### config.mk
export PLATFORM = sky130hd
export DESIGN_NAME = i2c_dual_addr_slave
export DESIGN_NICKNAME = d
export VERILOG_FILES = /design/src/rtl/i2cs_pkg.sv /design/src/rtl/i2cs_datapath.sv /design/src/rtl/i2cs_control.sv /design/src/rtl/i2c_dual_addr_slave.sv
export SDC_FILE = /design/constraint.sdc
export NUM_CORES = 1
export LEC_CHECK = 0
export ABC_AREA = 1
export BUFFER_PORTS_ARGS = -buffer_cell sky130_fd_sc_hd__buf_2
export CAP_MARGIN = 20
export CORE_ASPECT_RATIO = 0.7
export CORE_UTILIZATION = 45
export CTS_CLUSTER_DIAMETER = 100
export DETAILED_ROUTE_END_ITERATION = 10
export MAX_ROUTING_LAYER = met4
export PLACE_DENSITY = 0.7
export SETUP_SLACK_MARGIN = 0.4
export SLEW_MARGIN = 30
export SYNTH_ARGS = -nofsm -noshare
export SYNTH_HDL_FRONTEND = slang
export SYNTH_SLANG_ARGS = --single-unit
### constraint.sdc
create_clock -name clk -period 1.7 [get_ports clk]
set_clock_uncertainty 0.2 [all_clocks]
set_input_delay 0.255 -clock clk [delete_from_list [all_inputs] [get_ports clk]]
set_output_delay 0.255 -clock clk [all_outputs]
set_load 0.005 [all_outputs]
### src/rtl/i2cs_pkg.sv
package i2cs_pkg;

  typedef enum logic [2:0] {
    MIdle,
    MAddr,
    MAddrAck,
    MRx,
    MRxAck,
    MTx,
    MTxAck
  } engMode_e;

  // strobes from control to datapath
  typedef struct packed {
    logic clrCnt;
    logic incCnt;
    logic shiftIn;
    logic shiftOut;
    logic loadTx;
    logic captureRx;
  } dpStrobe_t;

endpackage

### src/rtl/i2cs_datapath.sv
module i2cs_datapath
  import i2cs_pkg::*;
#(
  parameter int DATA_W = 8,
  parameter int ADDR_W = DATA_W - 1,
  parameter int CNT_W  = $clog2(DATA_W + 1)
) (
  input  logic              clk,
  input  logic              rstN,
  input  logic              sclIn,
  input  logic              sdaIn,
  input  dpStrobe_t         strb,
  input  logic [ADDR_W-1:0] ownAddrA,
  input  logic [ADDR_W-1:0] ownAddrB,
  input  logic [DATA_W-1:0] txData,
  input  logic              txValid,
  input  logic              rxReady,
  output logic              sclRise,
  output logic              sclFall,
  output logic [CNT_W-1:0]  bitCnt,
  output logic              matchA,
  output logic              matchB,
  output logic              rwBit,
  output logic              shiftNextBit,
  output logic              nextTxMsb,
  output logic              rxFree,
  output logic [DATA_W-1:0] rxData,
  output logic              rxValid,
  output logic              txReady
);

  logic              sclPrev;
  logic [DATA_W-1:0] shiftReg;
  logic [DATA_W-1:0] txHold;
  logic              txFull;
  logic [DATA_W-1:0] txByte;

  // SCL edge detection
  always_ff @(posedge clk) begin
    if (!rstN) sclPrev <= 1'b1;
    else       sclPrev <= sclIn;
  end

  assign sclRise = sclIn & ~sclPrev;
  assign sclFall = ~sclIn & sclPrev;

  // bit counter
  always_ff @(posedge clk) begin
    if (!rstN)            bitCnt <= '0;
    else if (strb.clrCnt) bitCnt <= '0;
    else if (strb.incCnt) bitCnt <= bitCnt + CNT_W'(1);
  end

  // transmit holding register
  always_ff @(posedge clk) begin
    if (!rstN) begin
      txHold <= '0;
      txFull <= 1'b0;
    end else if (txValid && !txFull) begin
      txHold <= txData;
      txFull <= 1'b1;
    end else if (strb.loadTx) begin
      txFull <= 1'b0;
    end
  end

  assign txReady = ~txFull;
  assign txByte  = txFull ? txHold : '1;

  // shift register, MSB first in both directions
  always_ff @(posedge clk) begin
    if (!rstN)               shiftReg <= '0;
    else if (strb.loadTx)    shiftReg <= txByte;
    else if (strb.shiftIn)   shiftReg <= {shiftReg[DATA_W-2:0], sdaIn};
    else if (strb.shiftOut)  shiftReg <= {shiftReg[DATA_W-2:0], 1'b1};
  end

  assign matchA       = (shiftReg[DATA_W-1:1] == ownAddrA);
  assign matchB       = (shiftReg[DATA_W-1:1] == ownAddrB);
  assign rwBit        = shiftReg[0];
  assign shiftNextBit = shiftReg[DATA_W-2];
  assign nextTxMsb    = txByte[DATA_W-1];

  // receive data register
  always_ff @(posedge clk) begin
    if (!rstN) begin
      rxData  <= '0;
      rxValid <= 1'b0;
    end else if (strb.captureRx) begin
      rxData  <= shiftReg;
      rxValid <= 1'b1;
    end else if (rxReady) begin
      rxValid <= 1'b0;
    end
  end

  assign rxFree = ~rxValid | rxReady;


  cnt_range_chk: assert property (@(posedge clk) disable iff (!rstN)
    bitCnt <= CNT_W'(DATA_W));


  rx_no_overwrite_chk: assert property (@(posedge clk) disable iff (!rstN)
    strb.captureRx |-> (!rxValid || rxReady));


  rx_hold_chk: assert property (@(posedge clk) disable iff (!rstN)
    (rxValid && !rxReady && !strb.captureRx) |=> (rxValid && $stable(rxData)));


  tx_hold_chk: assert property (@(posedge clk) disable iff (!rstN)
    (!txReady && !strb.loadTx) |=> (!txReady && $stable(txHold)));

endmodule

### src/rtl/i2cs_control.sv
module i2cs_control
  import i2cs_pkg::*;
#(
  parameter int DATA_W = 8,
  parameter int CNT_W  = $clog2(DATA_W + 1)
) (
  input  logic             clk,
  input  logic             rstN,
  input  logic             startStb,
  input  logic             stopStb,
  input  logic             sdaIn,
  input  logic             sclRise,
  input  logic             sclFall,
  input  logic [CNT_W-1:0] bitCnt,
  input  logic             matchA,
  input  logic             matchB,
  input  logic             rwBit,
  input  logic             shiftNextBit,
  input  logic             nextTxMsb,
  input  logic             rxFree,
  output dpStrobe_t        strb,
  output logic             sdaLow,
  output logic             addrMatched,
  output logic             hitSel,
  output logic             slaveTx
);

  localparam logic [CNT_W-1:0] LastCnt = CNT_W'(DATA_W);

  engMode_e mode, modeN;
  logic     sdaN, matchedN, hitN, txN, masterAck, ackN;
  logic     byteDone;

  assign byteDone = (bitCnt == LastCnt);

  always_comb begin
    strb     = '0;
    modeN    = mode;
    sdaN     = sdaLow;
    matchedN = addrMatched;
    hitN     = hitSel;
    txN      = slaveTx;
    ackN     = masterAck;
    if (startStb) begin
      modeN       = MAddr;
      sdaN        = 1'b0;
      matchedN    = 1'b0;
      txN         = 1'b0;
      strb.clrCnt = 1'b1;
    end else if (stopStb) begin
      modeN       = MIdle;
      sdaN        = 1'b0;
      matchedN    = 1'b0;
      txN         = 1'b0;
      strb.clrCnt = 1'b1;
    end else begin
      unique case (mode)
        MAddr, MRx: begin
          if (sclRise && !byteDone) begin
            strb.shiftIn = 1'b1;
            strb.incCnt  = 1'b1;
          end else if (sclFall && byteDone) begin
            if (mode == MAddr) begin
              if (matchA || matchB) begin
                sdaN     = 1'b1;
                matchedN = 1'b1;
                hitN     = ~matchA;
                txN      = rwBit;
                modeN    = MAddrAck;
              end else begin
                modeN = MIdle;
              end
            end else begin
              modeN = MRxAck;
              if (rxFree) begin
                strb.captureRx = 1'b1;
                sdaN           = 1'b1;
              end
            end
          end
        end
        MAddrAck: begin
          if (sclFall) begin
            strb.clrCnt = 1'b1;
            if (slaveTx) begin
              strb.loadTx = 1'b1;
              sdaN        = ~nextTxMsb;
              modeN       = MTx;
            end else begin
              sdaN  = 1'b0;
              modeN = MRx;
            end
          end
        end
        MRxAck: begin
          if (sclFall) begin
            sdaN        = 1'b0;
            strb.clrCnt = 1'b1;
            modeN       = MRx;
          end
        end
        MTx: begin
          if (sclRise && !byteDone) begin
            strb.incCnt = 1'b1;
          end else if (sclFall) begin
            if (byteDone) begin
              sdaN  = 1'b0;
              modeN = MTxAck;
            end else if (bitCnt != '0) begin
              strb.shiftOut = 1'b1;
              sdaN          = ~shiftNextBit;
            end
          end
        end
        MTxAck: begin
          if (sclRise) begin
            ackN = ~sdaIn;
          end else if (sclFall) begin
            if (masterAck) begin
              strb.loadTx = 1'b1;
              strb.clrCnt = 1'b1;
              sdaN        = ~nextTxMsb;
              modeN       = MTx;
            end else begin
              sdaN  = 1'b0;
              modeN = MIdle;
            end
          end
        end
        default: ;
      endcase
    end
  end

  always_ff @(posedge clk) begin
    if (!rstN) begin
      mode        <= MIdle;
      sdaLow      <= 1'b0;
      addrMatched <= 1'b0;
      hitSel      <= 1'b0;
      slaveTx     <= 1'b0;
      masterAck   <= 1'b0;
    end else begin
      mode        <= modeN;
      sdaLow      <= sdaN;
      addrMatched <= matchedN;
      hitSel      <= hitN;
      slaveTx     <= txN;
      masterAck   <= ackN;
    end
  end


  start_reset_chk: assert property (@(posedge clk) disable iff (!rstN)
    startStb |=> (bitCnt == '0 && !sdaLow && !addrMatched));


  nomatch_release_chk: assert property (@(posedge clk) disable iff (!rstN)
    !addrMatched |-> !sdaLow);


  sda_after_fall_chk: assert property (@(posedge clk) disable iff (!rstN)
    !$stable(sdaLow) |-> $past(sclFall || startStb || stopStb));


  stop_release_chk: assert property (@(posedge clk) disable iff (!rstN)
    (stopStb && !startStb) |=> (!sdaLow && !addrMatched));

endmodule

### src/rtl/i2c_dual_addr_slave.sv
module i2c_dual_addr_slave
  import i2cs_pkg::*;
#(
  parameter int DATA_W = 8,
  parameter int ADDR_W = DATA_W - 1
) (
  input  logic              clk,
  input  logic              rstN,
  input  logic              sclIn,
  input  logic              sdaIn,
  input  logic              startStb,
  input  logic              stopStb,
  input  logic [ADDR_W-1:0] ownAddrA,
  input  logic [ADDR_W-1:0] ownAddrB,
  output logic              sdaLow,
  output logic              addrMatched,
  output logic              hitSel,
  output logic              slaveTx,
  output logic [DATA_W-1:0] rxData,
  output logic              rxValid,
  input  logic              rxReady,
  input  logic [DATA_W-1:0] txData,
  input  logic              txValid,
  output logic              txReady
);

  localparam int CntW = $clog2(DATA_W + 1);

  dpStrobe_t       strb;
  logic            sclRise, sclFall;
  logic [CntW-1:0] bitCnt;
  logic            matchA, matchB, rwBit, shiftNextBit, nextTxMsb, rxFree;

  i2cs_datapath #(.DATA_W(DATA_W), .ADDR_W(ADDR_W), .CNT_W(CntW)) uDp (
    .clk, .rstN, .sclIn, .sdaIn, .strb, .ownAddrA, .ownAddrB,
    .txData, .txValid, .rxReady, .sclRise, .sclFall, .bitCnt,
    .matchA, .matchB, .rwBit, .shiftNextBit, .nextTxMsb, .rxFree,
    .rxData, .rxValid, .txReady
  );

  i2cs_control #(.DATA_W(DATA_W), .CNT_W(CntW)) uCtl (
    .clk, .rstN, .startStb, .stopStb, .sdaIn, .sclRise, .sclFall,
    .bitCnt, .matchA, .matchB, .rwBit, .shiftNextBit, .nextTxMsb,
    .rxFree, .strb, .sdaLow, .addrMatched, .hitSel, .slaveTx
  );

endmodule

==> flow_summary.ini <==
[run_status]
outcome = finished, violations left
violations = design-rule violations, negative hold slack, negative setup slack

[global_route]
grt_max_degree = 27
grt_pass1_wl_mm = 9.80
grt_pass1_vias = 2068
antenna_found_initial = 0
grt.overflow.total = 0
grt_use_total = 0.261

[clock_network]
clockRootBuffer = clkbuf_8
cts_tree = done
cts.htree.levels = 2
clk_path_buf_depth = 2
clk_pin_slew_ns = 0.08
insertion_delay_ns = 0.30
cts_buffers = 5
clock-sinks = 39

[floorplan]
start_util = 0.483
core-area_um2 = 4480
rows = 20
fp.dieArea_um2 = 5100
dieHeight_um = 60.0
die_w_um = 84.9
ioPinCount = 44

[synth]
synth-seq-cells = 39
synth_area_leaders = dfxtp_1 36%, nor2_1 11%, nand2_1 8.8%
async_flop_share = 0
yosysSeqAreaShare = 0.361
yosysTopAreaCell = dfxtp_1
yosysMostFrequentCell = nor2_1
syn_nets = 347
yosysUniqueCellTypes = 33
synthFlopType = dfxtp_1
synth_cells = 315
yosysWarningCount = 0
synth_top_area_frac = 0.361
synth_common_cells = 62 x nor2_1, 51 x nand2_1, 39 x dfxtp_1
syn_area_um2 = 2160
avgSynthCellArea_um2 = 6.87
synth_edf_count = 0

[worst_hold_path]
holdCritStartpoint = txData[5]
holdCritPathClass = primary input to flip-flop
hold_path_end = uDp.txHold[5]
hold_depth = 3

[sta]
hold_slack_ns = -0.000857
finalMaxSlewViolations = 0
fin_crit_ns = 1.74
setup_ws_ns = -0.0353
maxSlewHeadroom = 0.794
setup_tns_ns = -0.0572
finalSetupViolations = 5
fin_crit_sh = 1.02
grt_setup_unrepaired = true
hold_viol = 1
worst_pin_slew_ns = 0.308
fmax_ghz = 0.576

[run]
drv_cap = 0

[route]
drtPass1Iterations = 10
vias_per_cell = 5.24
drt_iter0_drc = 200
post_drt_wl_per_cell_um = 14.5
vias = 2373
wl_mm = 6.58
drc = 4
ant_nets = 0

[power_and_ir_drop]
p_per_area_nw_per_um2 = 652
irDropWorstVdd_mv = 0.518
power.leakage_nw = 1.48
total_power_mw = 2.07

[layout]
fin_area_um2 = 3170
drive_above_1_share = 0.482
diodes = 0
nets = 429
syn_to_final_growth_pct = 46.5

[worst_setup_path]
rr_endpoint = uCtl.sdaLow
worstSetupPathType = flip-flop to flip-flop
critPathLaunchType = flip-flop
r2r-start = uDp.bitCnt[1]
r2r_setup_slack_ns = -0.04
cp.arrival_ns = 1.73
required_ns = 1.70
worst-path-max-fanout = 3
worstRegToRegCells = 13
end_kind = flip-flop

[place]
globalplace.congestion = 0.971
numPortBuffers = 43
postPlaceCellArea_um2 = 2540
dp_hpwl_mm = 4.16
[metal layers]
metal,vias up,wire (um),GRT usage
li1,1181,-,-
met1,1084,3230,0.357
met2,95,2810,0.388
met3,13,445,0.0635
met4,0,93,0.0726
met5,-,0,-
[layout by cell type (no fill, tap or decap), types with 10 or more instances in the layout]
cell type / count
a21oi_1: 11
dfxtp_1: 27
nor2_1: 43
o21ai_0: 22
buf_4: 26
dfxtp_2: 10
buf_2: 42
o21ai_1: 11
nand2_1: 41
nor2_2: 13
nor2_4: 11
o21ai_2: 13
inv_1: 23
inv_2: 12
[stage by stage]
stage,util,hold WS [ns],setup slack [ns],instances
5_1_grt,0.708,0.00140,-0.125,453
3_3_place_gp,0.567,0.235,-0.0271,416
2_1_floorplan,-,0.162,0.111,315
3_5_place_dp,0.567,0.243,-0.0364,416
4_1_cts,0.652,0.00302,0.0863,442
6_report,0.708,-0.000857,-0.0353,453
[state kept, by name, summed over array words and instances, names as in the netlist]
| name | cells |
|---|---|
| uCtl.masterAck | 1 |
| uDp.txFull | 1 |
| uDp.bitCnt | 4 |
| uDp.shiftReg | 8 |
| uCtl.slaveTx | 1 |
| uCtl.mode | 3 |
| uCtl.addrMatched | 1 |
| uDp.rxData | 8 |
| uDp.rxValid | 1 |
| uCtl.hitSel | 1 |
| uCtl.sdaLow | 1 |
| uDp.txHold | 8 |
| uDp.sclPrev | 1 |
[what timing repair did]
action | in CTS | in global routing
resized for setup | 43 | 50
endpoints found under the hold margin | 1 | 0
buffers inserted | 15 | 10
cloned | 2 | 1
hold buffers | 1 | 0
pin swaps | 18 | 12
endpoints found under the setup margin | 32 | 33
[where the power goes]
part           switching, mW  leakage [nW]  internal [mW]
clock                  0.343        0.0581          0.437
combinational          0.185          1.10          0.140
sequential            0.0268         0.323          0.937
[cell type report]
class	instances	area, um^2
clock inverter	3	43.8
fill	358	1310
sequential	39	801
multi-input combinational	229	1460
timing repair buffer	77	505
clock buffer	5	68.8
inverter	43	210
timing repair inverter	2	13.8
tap	55	68.8
[worst max-delay path, cell delays in order, from the launching register on]
cell     delay [ns]
dfxtp_2        0.33
inv_2          0.08
ha_4           0.15
nand3_4        0.08
inv_2          0.07
nand2_2        0.07
nand2_2        0.07
nand2_2        0.07
nor2_4         0.14
nand2_2        0.08
nor2_4         0.13
nand3_2        0.07
nand2_1        0.08
nor2_1         0.04
[logic make-up after synthesis]
group / Yosys count / share of synthesized area
AOI/OAI and AO/OA: 70 / 0.189
xor gates and xnor gates: 11 / 0.0445
adders and majority gates: 2 / 0.0116
DFF: 39 / 0.361
and+or+nand+nor: 145 / 0.298
buffers and inverters: 48 / 0.0965
[worst max path at each step]
stage | from | endpoint | slack (ns) | cells after the start
3_3_place_gp | uCtl.mode[2] | uCtl.sdaLow | -0.03 | 11
5_1_grt | uDp.bitCnt[1] | uCtl.sdaLow | -0.12 | 13
6_report | uDp.bitCnt[1] | uCtl.sdaLow | -0.04 | 13
2_1_floorplan | uDp.bitCnt[1] | uCtl.sdaLow | 0.11 | 13
4_1_cts | uDp.bitCnt[0] | uCtl.sdaLow | 0.09 | 13
3_5_place_dp | uCtl.mode[2] | uCtl.sdaLow | -0.04 | 11
Power figures use the tool's default switching activity.
